[config.mk]
export PLATFORM = sky130hd
export DESIGN_NAME = dram_ctl
export DESIGN_NICKNAME = d
export VERILOG_FILES = /design/src/rtl/dram_ctl_pkg.sv /design/src/rtl/dram_refresh_timer.sv /design/src/rtl/dram_addr_mux.sv /design/src/rtl/dram_seq.sv /design/src/rtl/dram_ctl.sv
export SDC_FILE = /design/constraint.sdc
export NUM_CORES = 1
export LEC_CHECK = 0
export ABC_AREA = 1
export BUFFER_PORTS_ARGS = -buffer_cell sky130_fd_sc_hd__buf_4
export CORE_MARGIN = 10
export CORE_UTILIZATION = 55
export CTS_BUF_LIST = sky130_fd_sc_hd__clkbuf_8 sky130_fd_sc_hd__clkbuf_16
export CTS_CLUSTER_SIZE = 20
export DETAILED_ROUTE_END_ITERATION = 10
export GPL_TIMING_DRIVEN = 0
export PLACE_DENSITY_LB_ADDON = 0.08
export SLEW_MARGIN = 20
export SYNTH_ARGS = -nofsm -noshare
export SYNTH_HDL_FRONTEND = slang
export SYNTH_SLANG_ARGS = --single-unit
[constraint.sdc]
create_clock -name clk -period 1.8 [get_ports clk]
set_clock_uncertainty 0.1 [all_clocks]
set_input_delay 0.27 -clock clk [delete_from_list [all_inputs] [get_ports clk]]
set_output_delay 0.27 -clock clk [all_outputs]
set_load 0.01 [all_outputs]
[src/rtl/dram_ctl_pkg.sv]
package dram_ctl_pkg;

   typedef enum logic [2:0] {
      SQ_IDLE,
      SQ_ROW,
      SQ_COL,
      SQ_CAS,
      SQ_PRE,
      SQ_RCAS,
      SQ_RRAS
   } sq_state_e;

   typedef struct packed {
      logic ras_n;
      logic ucas_n;
      logic lcas_n;
      logic we_n;
      logic dtack_n;
      logic sel_col;
   } pin_set_t;

   localparam pin_set_t PINS_QUIET = '{ras_n: 1'b1, ucas_n: 1'b1, lcas_n: 1'b1,
                                        we_n: 1'b1, dtack_n: 1'b1, sel_col: 1'b0};

endpackage

[src/rtl/dram_refresh_timer.sv]
module dram_refresh_timer #(
   parameter int INTERVAL = 496,
   parameter int LIMIT    = 64
) (
   input  logic clk,
   input  logic rst_n,
   input  logic en,
   input  logic ack,
   output logic pend,
   output logic urgent
);

   localparam int CW = $clog2(INTERVAL);
   localparam int WW = $clog2(LIMIT + 2);

   if (INTERVAL < 16) begin : g_bad_interval
      $error("dram_refresh_timer: INTERVAL must be at least 16");
   end
   if (LIMIT < 0) begin : g_bad_limit
      $error("dram_refresh_timer: LIMIT must not be negative");
   end

   logic [CW-1:0] cnt;
   logic          tick;

   assign tick = en && (cnt == CW'(INTERVAL - 1));

   always_ff @(posedge clk or negedge rst_n) begin
      if (!rst_n) begin
         cnt  <= '0;
         pend <= 1'b0;
      end else begin
         if (en) begin
            cnt <= tick ? '0 : cnt + 1'b1;
         end
         pend <= tick | (pend & ~ack);
      end
   end

   if (LIMIT == 0) begin : g_always_urgent
      assign urgent = pend;
   end else begin : g_wait_count
      logic [WW-1:0] wcnt;
      always_ff @(posedge clk or negedge rst_n) begin
         if (!rst_n) begin
            wcnt <= '0;
         end else if (!pend || ack) begin
            wcnt <= '0;
         end else if (wcnt != WW'(LIMIT)) begin
            wcnt <= wcnt + 1'b1;
         end
      end
      assign urgent = pend && (wcnt == WW'(LIMIT));
   end

endmodule

[src/rtl/dram_addr_mux.sv]
module dram_addr_mux #(
   parameter int ROW_W      = 10,
   parameter int COL_W      = 10,
   parameter bit ROW_ON_TOP = 1'b1
) (
   input  logic                     clk,
   input  logic                     rst_n,
   input  logic                     load,
   input  logic [ROW_W+COL_W-1:0]   bus_addr,
   input  logic                     sel_col,
   output logic [((ROW_W > COL_W) ? ROW_W : COL_W)-1:0] dram_a
);

   localparam int AW = ROW_W + COL_W;
   localparam int MW = (ROW_W > COL_W) ? ROW_W : COL_W;

   if (ROW_W < 1 || COL_W < 1) begin : g_bad_width
      $error("dram_addr_mux: row and column widths must be positive");
   end

   logic [AW-1:0] lat;
   logic [MW-1:0] row_v;
   logic [MW-1:0] col_v;

   always_ff @(posedge clk or negedge rst_n) begin
      if (!rst_n) begin
         lat <= '0;
      end else if (load) begin
         lat <= bus_addr;
      end
   end

   if (ROW_ON_TOP) begin : g_row_high
      assign row_v = MW'(lat[AW-1 -: ROW_W]);
      assign col_v = MW'(lat[COL_W-1:0]);
   end else begin : g_row_low
      assign row_v = MW'(lat[ROW_W-1:0]);
      assign col_v = MW'(lat[AW-1 -: COL_W]);
   end

   assign dram_a = sel_col ? col_v : row_v;

endmodule

[src/rtl/dram_seq.sv]
module dram_seq
   import dram_ctl_pkg::*;
#(
   parameter int T_RP     = 2,
   parameter int T_RRAS   = 3,
   parameter int INIT_CNT = 8
) (
   input  logic     clk,
   input  logic     rst_n,
   input  logic     as_n,
   input  logic     cs_n,
   input  logic     uds_n,
   input  logic     lds_n,
   input  logic     rd,
   input  logic     pend,
   input  logic     urgent,
   output logic     ref_ack,
   output logic     init_done,
   output logic     load_addr,
   output pin_set_t pins
);

   localparam int TMAX = (T_RP > T_RRAS) ? T_RP : T_RRAS;
   localparam int CW   = $clog2(TMAX + 1);
   localparam int IW   = $clog2(INIT_CNT + 2);

   if (T_RP < 1 || T_RRAS < 1) begin : g_bad_timing
      $error("dram_seq: precharge and refresh hold must be at least one cycle");
   end
   if (INIT_CNT < 0) begin : g_bad_init
      $error("dram_seq: INIT_CNT must not be negative");
   end

   sq_state_e     state;
   logic [CW-1:0] cnt;
   logic [IW-1:0] init_left;
   logic          acc_u, acc_l, acc_wr;
   logic          ours, start_ref, start_acc;

   assign ours      = !as_n && !cs_n;
   assign init_done = (init_left == '0);
   assign start_ref = (state == SQ_IDLE) &&
                      (!init_done || (pend && (!ours || urgent)));
   assign start_acc = (state == SQ_IDLE) && !start_ref && ours;
   assign ref_ack   = start_ref && init_done;
   assign load_addr = start_acc;

   always_ff @(posedge clk or negedge rst_n) begin
      if (!rst_n) begin
         state     <= SQ_IDLE;
         cnt       <= '0;
         init_left <= IW'(INIT_CNT);
         acc_u     <= 1'b0;
         acc_l     <= 1'b0;
         acc_wr    <= 1'b0;
      end else begin
         unique case (state)
            SQ_IDLE: begin
               if (start_ref) begin
                  state <= SQ_RCAS;
                  if (!init_done) init_left <= init_left - 1'b1;
               end else if (start_acc) begin
                  state  <= SQ_ROW;
                  acc_u  <= !uds_n;
                  acc_l  <= !lds_n;
                  acc_wr <= !rd;
               end
            end
            SQ_ROW: state <= SQ_COL;
            SQ_COL: state <= SQ_CAS;
            SQ_CAS: begin
               if (as_n) begin
                  state <= SQ_PRE;
                  cnt   <= CW'(T_RP - 1);
               end
            end
            SQ_PRE: begin
               if (cnt == '0) state <= SQ_IDLE;
               else           cnt   <= cnt - 1'b1;
            end
            SQ_RCAS: begin
               state <= SQ_RRAS;
               cnt   <= CW'(T_RRAS - 1);
            end
            SQ_RRAS: begin
               if (cnt == '0) begin
                  state <= SQ_PRE;
                  cnt   <= CW'(T_RP - 1);
               end else begin
                  cnt <= cnt - 1'b1;
               end
            end
            default: state <= SQ_IDLE;
         endcase
      end
   end

   always_comb begin
      pins = PINS_QUIET;
      unique case (state)
         SQ_ROW: pins.ras_n = 1'b0;
         SQ_COL: begin
            pins.ras_n   = 1'b0;
            pins.sel_col = 1'b1;
            pins.we_n    = !acc_wr;
         end
         SQ_CAS: begin
            pins.ras_n   = 1'b0;
            pins.sel_col = 1'b1;
            pins.we_n    = !acc_wr;
            pins.ucas_n  = !acc_u;
            pins.lcas_n  = !acc_l;
            pins.dtack_n = 1'b0;
         end
         SQ_RCAS: begin
            pins.ucas_n = 1'b0;
            pins.lcas_n = 1'b0;
         end
         SQ_RRAS: begin
            pins.ras_n  = 1'b0;
            pins.ucas_n = 1'b0;
            pins.lcas_n = 1'b0;
         end
         default: pins = PINS_QUIET;
      endcase
   end

   AST_NO_ACK_IN_INIT: assert property (@(posedge clk) disable iff (!rst_n)
      !init_done |-> pins.dtack_n);

   AST_ACK_NEEDS_AS: assert property (@(posedge clk) disable iff (!rst_n)
      !pins.dtack_n |-> $past(!as_n));

   AST_URGENT_WINS: assert property (@(posedge clk) disable iff (!rst_n)
      (state == SQ_IDLE && urgent && init_done) |=> (state == SQ_RCAS));

   AST_UPPER_LANE: assert property (@(posedge clk) disable iff (!rst_n)
      ($fell(pins.dtack_n) && !pins.ucas_n) |-> $past(!uds_n, 3));

   AST_LOWER_LANE: assert property (@(posedge clk) disable iff (!rst_n)
      ($fell(pins.dtack_n) && !pins.lcas_n) |-> $past(!lds_n, 3));

endmodule

[src/rtl/dram_ctl.sv]
module dram_ctl
   import dram_ctl_pkg::*;
#(
   parameter int ROW_W        = 10,
   parameter int COL_W        = 10,
   parameter bit ROW_ON_TOP   = 1'b1,
   parameter int REF_INTERVAL = 496,
   parameter int URGENT_LIMIT = 64,
   parameter int T_RP         = 2,
   parameter int T_RRAS       = 3,
   parameter int INIT_REFRESH = 8
) (
   input  logic                   clk,
   input  logic                   rst_n,
   input  logic                   as_n,
   input  logic                   uds_n,
   input  logic                   lds_n,
   input  logic                   rd,
   input  logic                   cs_n,
   input  logic [ROW_W+COL_W-1:0] bus_addr,
   output logic [((ROW_W > COL_W) ? ROW_W : COL_W)-1:0] dram_a,
   output logic                   ras_n,
   output logic                   ucas_n,
   output logic                   lcas_n,
   output logic                   we_n,
   output logic                   dtack_n
);

   pin_set_t pins;
   logic     pend, urgent, ref_ack, init_done, load_addr;

   dram_refresh_timer #(
      .INTERVAL (REF_INTERVAL),
      .LIMIT    (URGENT_LIMIT)
   ) u_timer (
      .clk    (clk),
      .rst_n  (rst_n),
      .en     (init_done),
      .ack    (ref_ack),
      .pend   (pend),
      .urgent (urgent)
   );

   dram_seq #(
      .T_RP     (T_RP),
      .T_RRAS   (T_RRAS),
      .INIT_CNT (INIT_REFRESH)
   ) u_seq (
      .clk       (clk),
      .rst_n     (rst_n),
      .as_n      (as_n),
      .cs_n      (cs_n),
      .uds_n     (uds_n),
      .lds_n     (lds_n),
      .rd        (rd),
      .pend      (pend),
      .urgent    (urgent),
      .ref_ack   (ref_ack),
      .init_done (init_done),
      .load_addr (load_addr),
      .pins      (pins)
   );

   dram_addr_mux #(
      .ROW_W      (ROW_W),
      .COL_W      (COL_W),
      .ROW_ON_TOP (ROW_ON_TOP)
   ) u_amux (
      .clk      (clk),
      .rst_n    (rst_n),
      .load     (load_addr),
      .bus_addr (bus_addr),
      .sel_col  (pins.sel_col),
      .dram_a   (dram_a)
   );

   assign ras_n   = pins.ras_n;
   assign ucas_n  = pins.ucas_n;
   assign lcas_n  = pins.lcas_n;
   assign we_n    = pins.we_n;
   assign dtack_n = pins.dtack_n;

   AST_RAS_LEADS_CAS: assert property (@(posedge clk) disable iff (!rst_n)
      (!ras_n && ($fell(ucas_n) || $fell(lcas_n))) |-> $past(!ras_n));

   AST_CBR_SHAPE: assert property (@(posedge clk) disable iff (!rst_n)
      ($fell(ras_n) && !ucas_n) |-> ($past(!ucas_n) && $past(!lcas_n) && we_n && dtack_n));

   AST_COL_ADDR_HOLD: assert property (@(posedge clk) disable iff (!rst_n)
      (!ras_n && (!ucas_n || !lcas_n) && $past(!ras_n && (!ucas_n || !lcas_n)))
         |-> $stable(dram_a));

   AST_WE_HOLD: assert property (@(posedge clk) disable iff (!rst_n)
      (!dtack_n && $past(!dtack_n)) |-> $stable(we_n));

   AST_NO_ACK_UNSELECTED: assert property (@(posedge clk) disable iff (!rst_n)
      $fell(dtack_n) |-> $past(!cs_n, 3));

endmodule

# Yosys cells after proc, flatten, opt, wreduce, memory -nomap -nowiden
# Index checks and enable logic that the tools add are counted.
# classes
n_lt_le_gt_ge	0
mul	0
div	0
n_reduce_logical	35
shifts	0
muxes	19
n_eq_ne	14
bitwise_logic	5
n_addsub	4
# ops
operator	count
$pmux 3 s7	1
$mux 3	5
$mux 7	2
$logic_not 1->1	12
$mux 10	1
$add 9x1->9 const B	1
$eq 3x3->1 const B	3
$eq 9x9->1 const B	1
$mux 9	1
$reduce_and 3->1	3
$logic_and 1x1->1	8
$pmux 2 s4	1
$add 7x1->7 const B	1
$eq 7x7->1 const B	1
$ne 7x7->1 const B	1
$eq 3x2->1 const B	2
$mux 2	3
$logic_not 4->1	1
$mux 1	4
$ne 2x1->1 const B	2
$ne 2x2->1 const B	2
$pmux 2 s2	1
$reduce_and 4->1	1
$reduce_bool 4->1	1
other kinds (13)	18
# word_totals
output_inout_bits	15
elab_cells	87
mem_count	0
rom_bits	0
inputBits	27
register_bits	49
ram_bits	0
latchBits	0

# Longest topological paths before layout
# Gate-level depths: netlist of the first run.
# depth
depth_word	13
ltp_mapped	13
mapped_depth_nobuf	12

# Hierarchy
# A second synthesis of the first run with hierarchy kept.
# hier_totals
cells_unflattened	335
hier_area_um2	2585.0
# by_module_without_submodules
module	instances	area_each_um2	cells_each	seq_area_each_um2
dram_refresh_timer	1	919.6	120	425.4
dram_addr_mux	1	890.9	117	500.5
dram_seq	1	774.5	98	301.5

# Least setup slack after synthesis of the first run
# No wires, ideal clock.
# synth_timing
path_type	flip-flop to flip-flop
start	reg u_seq.init_left[0]
end	reg u_timer.cnt[8]
stages_incl_launch_ff	11
n_path_buf	1
arrival_ns	1.365
setup_ns	0.122
t_required_ns	1.578
slack_ns	0.213
synth_period_minus_slack_ns	1.587
path_cell_list	dfrtp_1 inv_1 ha_1 nand2_2 nor2_4 buf_6 nand2_4 nor3_2 nand2_1 inv_1 nor3b_1
# synth_between
elab_chain_len	3
# synth_rtl
item	line	text
start, declared	dram_seq.sv:36	logic [IW-1:0] init_left;
start signal, assigned	dram_seq.sv:52	init_left <= IW'(INIT_CNT);
start signal, assigned	dram_seq.sv:61	if (!init_done) init_left <= init_left - 1'b1;
$logic_not 4->1 (*)	dram_seq.sv:41	assign init_done = (init_left == '0);
$logic_and 1x1->1	dram_refresh_timer.sv:26	assign tick = en && (cnt == CW'(INTERVAL - 1));
$mux 9	dram_refresh_timer.sv:34	cnt <= tick ? '0 : cnt + 1'b1;
end signal, assigned	dram_refresh_timer.sv:34	
end, declared	dram_refresh_timer.sv:23	logic [CW-1:0] cnt;
# Every way passes the cells marked *; elsewhere a longest branch is shown, timed or not.
# A chain may end at the register's enable or synchronous reset.

# Worst setup path in the final report of the first run
# layout_timing
start	reg u_seq.state[1]
end	out ucas_n
# layout_between
elab_chain_len	3
elab_cells_between_ends	5
classes_between	eq/ne (3); mux (1); reduce/logical (1)
# layout_rtl
item	line	text
start, declared	dram_seq.sv:34	sq_state_e state;
start signal, assigned	dram_seq.sv:50	state <= SQ_IDLE;
start signal, assigned	dram_seq.sv:60	state <= SQ_RCAS;
start signal, assigned	dram_seq.sv:63	state <= SQ_ROW;
$eq 3x3->1	dram_seq.sv:100	unique case (state)
$reduce_or 2->1 (no line)	-	
$pmux 2 s2 (*)	dram_seq.sv:100	
end, declared	dram_ctl.sv:23	output logic ucas_n,
# Marked as above.

==> summary.txt, run 1 <==
# H-tree levels - 2
CTS Sinks - 49
DIE WIDTH - 89.1 µm
Fin Hold WS - 0.0957 ns
Peak Freq - 563 MHz
Worst EP required - 1.43 ns
switching share of power - 40.8%
status - complete, no violations
Final Hold Vio Count - 0
core area - 4660 µm²
first-pass GRT wire length - 9630 µm
RSZ-0062 raised after global routing - yes
Post-synth ARST share - 100%
startpoint types - register
cell-internal power - 2.74 mW
Clock power frac - 15.1%
Die ar. - 7930 µm²
FP Rows - 25
# IOs - 42
distinct cell type count after synthesis - 35
HPWL after DPL - 4250 µm
fraction of layout cells with a size suffix above 1 - 32.6%
Post-Syn Nets - 357
Syn-to-layout area delta - 31.5%
grt total ovfl - 0
Slew @ Worst Pin - 0.613 ns
mean post-synth cell area - 8.09 µm²
yosys warns - 0
Total GRT Usage - 15.3%
min-delay src - lds_n
max_slew headroom - 59.1%
Via density - 5.28
Starting Density - 56.3%
Final Power - 4.63 mW
IO Port Bufs - 41
WL final - 6460 µm
initial DRC count - 125
mapped cell area - 2620 µm²
reg-to-reg critical path endpoint - u_timer.cnt[5]
Syn Inst Count - 324
CTS tree - built
setup violators final - 0
Chip Height - 89.1 µm
CTS clock-pin slew for the worst setup and hold paths - 0.10 ns
fin cells - 447
sequential share of power - 35.7%
ANT cells - 0
vias in the first global route - 2,088
DRC violations left - 0
Max Cap Violations - 0
Worst setup EP type - primary output
cts bufs inserted - 5
critical path peak fanout - 7
initial antenna violation count - 0
Clock Latency Late Sink - 0.31 ns
sequential area share after synthesis - 46.8%
WS Path Type - reg2out
Hold Path End - u_seq.acc_l
r2r worst-path depth - 10
clock root cell - clkbuf_8
Arr. time, crit path - 1.41 ns
RR Startpoint - u_seq.init_left[0]
Final ANT Viol Nets - 0
P per Cell Area - 1340 nW/µm²
Slew Limit Fails - 0
largest net degree at the start of global routing - 50
routability cong. - 0.856
Cells after DPL - 419
leak pwr - 1.79 nW
Combinational Power Share - 49.1%
Hold Crit Depth - 4
Final Critical Period - 1.78 ns
FF+latch count, synth - 49
Routed WL per cell - 14.5 µm
worst hold path type - in2reg
Max clock buf depth - 2
top_reg_cell synth - dfrtp_1
First-pass DRT Iterations - 4
Post-synth EDFFs - 0
Fill cells - 352
sw power - 1.89 mW
Peak VDD IR - 753 µV
post-route clock period utilization - 98.7%
via count - 2,361
Final Net Count - 425
reg2reg setup slack - 0.05 ns
-- what timing repair did --
item / 4_1_cts / 5_1_grt
setup buffers: 2 / 15
pin swaps: 1 / 11
hold endpoints to repair: 48 / 0
endpoints found under the setup margin: 13 / 45
cloned: 0 / 3
hold buffers: 1 / 0
gates resized for setup: 11 / 43
-- cell type report --
| type | instances | area, µm² | share of cell area [%] |
|---|---|---|---|
| tap | 54 | 67.6 | 1.96 |
| inverter | 33 | 131 | 3.81 |
| timing repair buffer | 62 | 504 | 14.6 |
| multi-input combinational | 229 | 1310 | 38.0 |
| buffer | 12 | 110 | 3.19 |
| clock buffer | 6 | 82.6 | 2.39 |
| sequential | 49 | 1230 | 35.6 |
| clock inverter | 2 | 13.8 | 0.399 |
-- registers in the layout (all words and copies together), names as in the netlist, 2 cells and up --
name and count:
u_timer.cnt 9, u_seq.init_left 4, u_timer.g_wait_count.wcnt 7, u_amux.lat 20
u_seq.state 3, u_seq.cnt 2
-- synth_stat cells (all sizes together), types with 4 or more instances --
master	count	area, µm²
nor2	26	133
nand2	117	459
nand4	29	181
dfrtp	48	1200
xor2	7	61.3
nand3	15	92.6
o21ai	11	58.8
a21oi	5	25.0
buf	9	71.3
inv	32	123
clkbuf	4	15.0
ha	6	75.1
-- worst max-delay path, cell delays in order, from the launching register on --
cell and delay [ns]:
dfrtp_1 0.38, buf_6 0.14, nand2_4 0.07, nor2_2 0.04, inv_2 0.14, o21ai_4 0.10
o21ai_2 0.09, buf_6 0.13
-- stage by stage --
step,setup slack (ns),util (%),TNS (ns),area (µm²)
final,0.0230,74.0,0,3450
after global placement,-0.0281,64.3,-0.0807,3000
after detailed placement,-0.0189,64.3,-0.0361,3000
after CTS,0.00431,67.2,0,3130
after floorplan,0.213,-,0,2620
after global routing,-0.0509,74.0,-0.824,3450
-- how the worst max path moves through the flow --
stage	slack [ns]	start	to
3_3_place_gp	-0.03	u_seq.state[2]	dram_a[8]
4_1_cts	0.004	u_seq.state[1]	lcas_n
6_report	0.02	u_seq.state[1]	ucas_n
5_1_grt	-0.05	u_seq.state[2]	dram_a[8]
2_1_floorplan	0.21	u_seq.init_left[0]	u_timer.cnt[8]
3_5_place_dp	-0.02	u_seq.state[2]	dram_a[6]
-- layout by cell type (no fill, tap or decap), drive strengths merged --
master	instances
o21bai	1
dfrtp	48
or2	1
nand3	15
buf	68
clkbuf	11
xor2	7
clkinv	3
o21ai	11
a31oi	1
o311ai	1
and3	1
nand4	29
dlygate4sd3	1
a21oi	5
nor3	3
a211oi	1
dfstp	1
ha	6
nor3b	1
inv	32
xnor2	3
nand2	117
nor2	26
-- metal layers --
metal / vias up / routed length [µm] / GRT usage (%)
li1: 1188 / - / -
met1: 1124 / 2910 / 20.6
met2: 43 / 3160 / 23.3
met3: 6 / 328 / 4.65
met4: 0 / 64 / 4.34
met5: - / 0 / 0
-- power groups by stage --
| stage | Sequential [mW] | Clock, mW | Combinational, mW |
|---|---|---|---|
| 2_1_floorplan | 1.56 | 0 | 1.21 |
| 3_3_place_gp | 1.61 | 0 | 1.85 |
| 3_5_place_dp | 1.62 | 0 | 1.88 |
| 4_1_cts | 1.62 | 0.707 | 1.94 |
| 5_1_grt | 1.69 | 0.758 | 2.53 |
| 6_report | 1.65 | 0.702 | 2.28 |
-- cells by family (layout without fill, tap and decap cells) --
| logic type | Yosys count | after routing | share of synthesized area, % |
|---|---|---|---|
| buf+inv | 46 | 115 | 8.11 |
| fa+ha+maj | 6 | 6 | 2.86 |
| flops | 49 | 49 | 46.8 |
| xor+xnor | 10 | 10 | 3.34 |
| simple gates | 193 | 193 | 34.5 |
| compound gates | 20 | 20 | 4.34 |
Note: power is estimated with default switching activity, not from simulation.
==> inputs of run 2 (changes only) <==
--- a/config.mk
+++ b/config.mk
@@ -5,7 +5,6 @@
 export SDC_FILE = /design/constraint.sdc
 export NUM_CORES = 1
 export LEC_CHECK = 0
-export ABC_AREA = 1
 export BUFFER_PORTS_ARGS = -buffer_cell sky130_fd_sc_hd__buf_4
 export CORE_MARGIN = 10
 export CORE_UTILIZATION = 55
==> run 2 against run 1 <==
  * The flow now finishes with violations (negative setup slack)
  * Power is 16% higher
  * Register-to-register slack worse by 0.18 ns
  * Clock power is 32% higher
  * Setup slack worse by 0.15 ns
  * Die area is 1.5% lower
  * Critical path depth stayed put
  * Largest cell class unchanged
  * Largest power group unchanged
  * Highest routed layer unchanged
==> summary.txt, run 2 <==
status - complete, but fails checks
failing checks - negative setup slack
Final Critical Period - 1.93 ns (+0.150 ns)
first-pass GRT wire length - 9870 µm (+2.5%)
grt total ovfl - 0 (unchanged)
Worst setup EP type - register
Largest register FFs - 20 (unchanged)
Peak Freq - 519 MHz (-7.8%)
initial DRC count - 67 (-46%)
Worst Setup SP - u_timer.g_wait_count.wcnt[0]
Via density - 5.58 (+5.6%)
Final Power - 5.38 mW (+16%)
WS Path Type - reg2reg
DRC violations left - 0 (unchanged)
Fin Hold WS - 0.0317 ns (-0.0639 ns)
Arr. time, crit path - 2.02 ns (+0.61 ns)
routability cong. - 0.821 (-4.1%)
Fill cells - 248 (-30%)
DIE WIDTH - 88.4 µm (-0.74%)
commonest cells in the netlist - nand2_1, dfrtp_1, mux2_4, inv_1, nor2_1
post-route clock period utilization - 107% (+8.3 points)
Final Net Count - 352 (-17%)
# H-tree levels - 2 (unchanged)
Syn-to-layout area delta - 42.2%
via count - 2,074 (-12%)
IO Port Bufs - 41 (unchanged)
CTS tree - built
Hold Crit Depth - 2 (-2)
yosys warns - 0 (unchanged)
ANT cells - 0 (unchanged)
biggest regs - u_amux.lat (20), u_timer.cnt (9), u_timer.g_wait_count.wcnt (7)
final setup margin - -0.127 ns (-0.150 ns)
Slew @ Worst Pin - 0.609 ns (-0.00407 ns)
top_reg_cell synth - dfrtp_1
startpoint types - register
leak pwr - 1.84 nW (+2.9%)
HPWL after DPL - 3740 µm (-12%)
Post-Syn Nets - 278 (-22%)
Post-synth EDFFs - 0 (unchanged)
Post-synth ARST share - 100% (unchanged)
clock root cell - clkbuf_8
First-pass DRT Iterations - 4 (unchanged)
mapped cell area - 2570 µm² (-1.9%)
Clock Latency Late Sink - 0.30 ns (about the same)
largest net degree at the start of global routing - 50 (unchanged)
RSZ-0062 raised after global routing - yes
Total GRT Usage - 15.8% (+0.45 points)
fraction of layout cells with a size suffix above 1 - 45.6% (+13 points)
Top reg by flops - u_amux.lat
Final Hold Vio Count - 0 (unchanged)
FF+latch count, synth - 49 (unchanged)
mean post-synth cell area - 10.5 µm² (+30%)
r2r worst-path depth - 7 (-3)
Hold Path End - u_seq.acc_l
vias in the first global route - 2,081 (-0.34%)
FP Rows - 24 (-4.0%)
Starting Density - 57.9% (+1.6 points)
max_slew headroom - 59.4% (+0.27 points)
most frequent cells in the layout - buf_4, dfrtp_1, nand2_1, mux2_4, buf_6
# IOs - 42 (unchanged)
sequential area share after synthesis - 47.7% (+0.91 points)
CTS Sinks - 49 (unchanged)
most frequent cell after synthesis - nand2_1
RR Startpoint - u_timer.g_wait_count.wcnt[0]
Max Cap Violations - 0 (unchanged)
post-layout util - 82.3% (+8.3 points)
Worst EP required - 1.89 ns (+0.46 ns)
P per Cell Area - 1470 nW/µm² (+9.4%)
cts bufs inserted - 5 (unchanged)
Max clock buf depth - 2 (unchanged)
top cell type's share of synthesized area - 46.7% (+0.89 points)
Place WS - -0.313 ns (-0.294 ns)
area leader, netlist - dfrtp_1
distinct cell type count after synthesis - 48 (+37%)
Syn Inst Count - 245 (-24%)
Final ANT Viol Nets - 0 (unchanged)
Slew Limit Fails - 0 (unchanged)
critical path peak fanout - 6 (-1)
worst hold path type - in2reg
initial antenna violation count - 0 (unchanged)
commonest non-fill, non-tap cell in the layout - buf_4
CTS clock-pin slew for the worst setup and hold paths - 0.09 ns (about the same)
core area - 4440 µm² (-4.6%)
reg-to-reg critical path endpoint - u_amux.lat[8]
Routed WL per cell - 18.4 µm (+27%)
min-delay src - lds_n
TNS Setup - -2.88 ns (-2.88 ns)
setup violators final - 39 (+39)
Die ar. - 7810 µm² (-1.5%)
top post-synthesis cells by area - dfrtp_1, mux2_4, nand2_1
Chip Height - 88.4 µm (-0.74%)
WL final - 6850 µm (+5.9%)
reg2reg setup slack - -0.13 ns (-0.18 ns)
Peak VDD IR - 1080 µV (+43%)
[run 2: cell count changes in the layout (fill, tap and decap cells not counted), sizes merged, moves of 6 or more]
cell   change
nand3      -7
nand4     -26
nor2      -13
mux2i      +6
nand2     -63
inv       -18
mux2      +21
[run 2: final cells by class]
type | instances | area (µm²) | area share (%)
plain buffers | 6 | 82.6 | 2.26
clock buffers | 5 | 68.8 | 1.88
clock inverters | 3 | 65.1 | 1.78
inverters | 14 | 55.1 | 1.50
multi-input cells | 175 | 1470 | 40.2
flip-flops and latches | 49 | 1230 | 33.6
well taps | 52 | 65.1 | 1.78
repair buffers | 68 | 622 | 17.0
[run 2: how the worst max path moves through the flow]
| stage | to | cells after the start | slack [ns] |
|---|---|---|---|
| final | u_amux.lat[8] | 7 | -0.13 |
| after global routing | u_seq.state[2] | 7 | -0.22 |
| after CTS | u_amux.lat[7] | 6 | -0.08 |
| after detailed placement | u_seq.state[2] | 6 | -0.31 |
| after global placement | u_seq.state[2] | 6 | -0.25 |
| after floorplan | u_seq.state[2] | 6 | -0.03 |
[run 2: stage by stage]
step | std cells | cell area [µm²]
floorplan | 245 | 2580
global placement | 338 | 2950
detailed placement | 338 | 2950
CTS | 364 | 3330
global route | 372 | 3660
finish | 372 | 3660
[run 2: worst max-delay path, cell delays in order (launching register included)]
cell and delay [ns]:
dfrtp_1 0.39, inv_1 0.08, ha_1 0.21, nor2b_4 0.14, nand3_1 0.14, nand4_4 0.22
clkbuf_16 0.25, mux2_4 0.29
[run 2: repair_timing]
action	in CTS	in global routing
gates resized for setup	26	59
cloned	1	2
buffers inserted	17	6
hold buffers	1	0
endpoints found under the hold margin	48	0
setup endpoints to repair	50	56
pin swaps	7	26
[run 2: power breakdown]
part / switching, mW / leakage [nW] / internal (mW)
registers: 0.322 / 0.609 / 1.42
clock network: 0.376 / 0.0681 / 0.552
logic: 1.25 / 1.16 / 1.46
total: 1.95 / 1.84 / 3.43
[run 2: cells by family after synthesis]
kind of cell,synth area share (%)
AO/OA/AOI/OAI,8.03
XOR/XNOR,3.75
adder cells (fa/ha/maj),2.92
buffers and inverters,4.23
flip-flops,47.7
multiplexers,14.0
AND/OR/NAND/NOR,19.4
[run 2: layer usage]
metal / GRT usage (%) / wire length [µm]
met5: 0 / 0
met4: 4.41 / 172
met3: 5.51 / 370
met2: 25.0 / 3440
met1: 19.9 / 2860
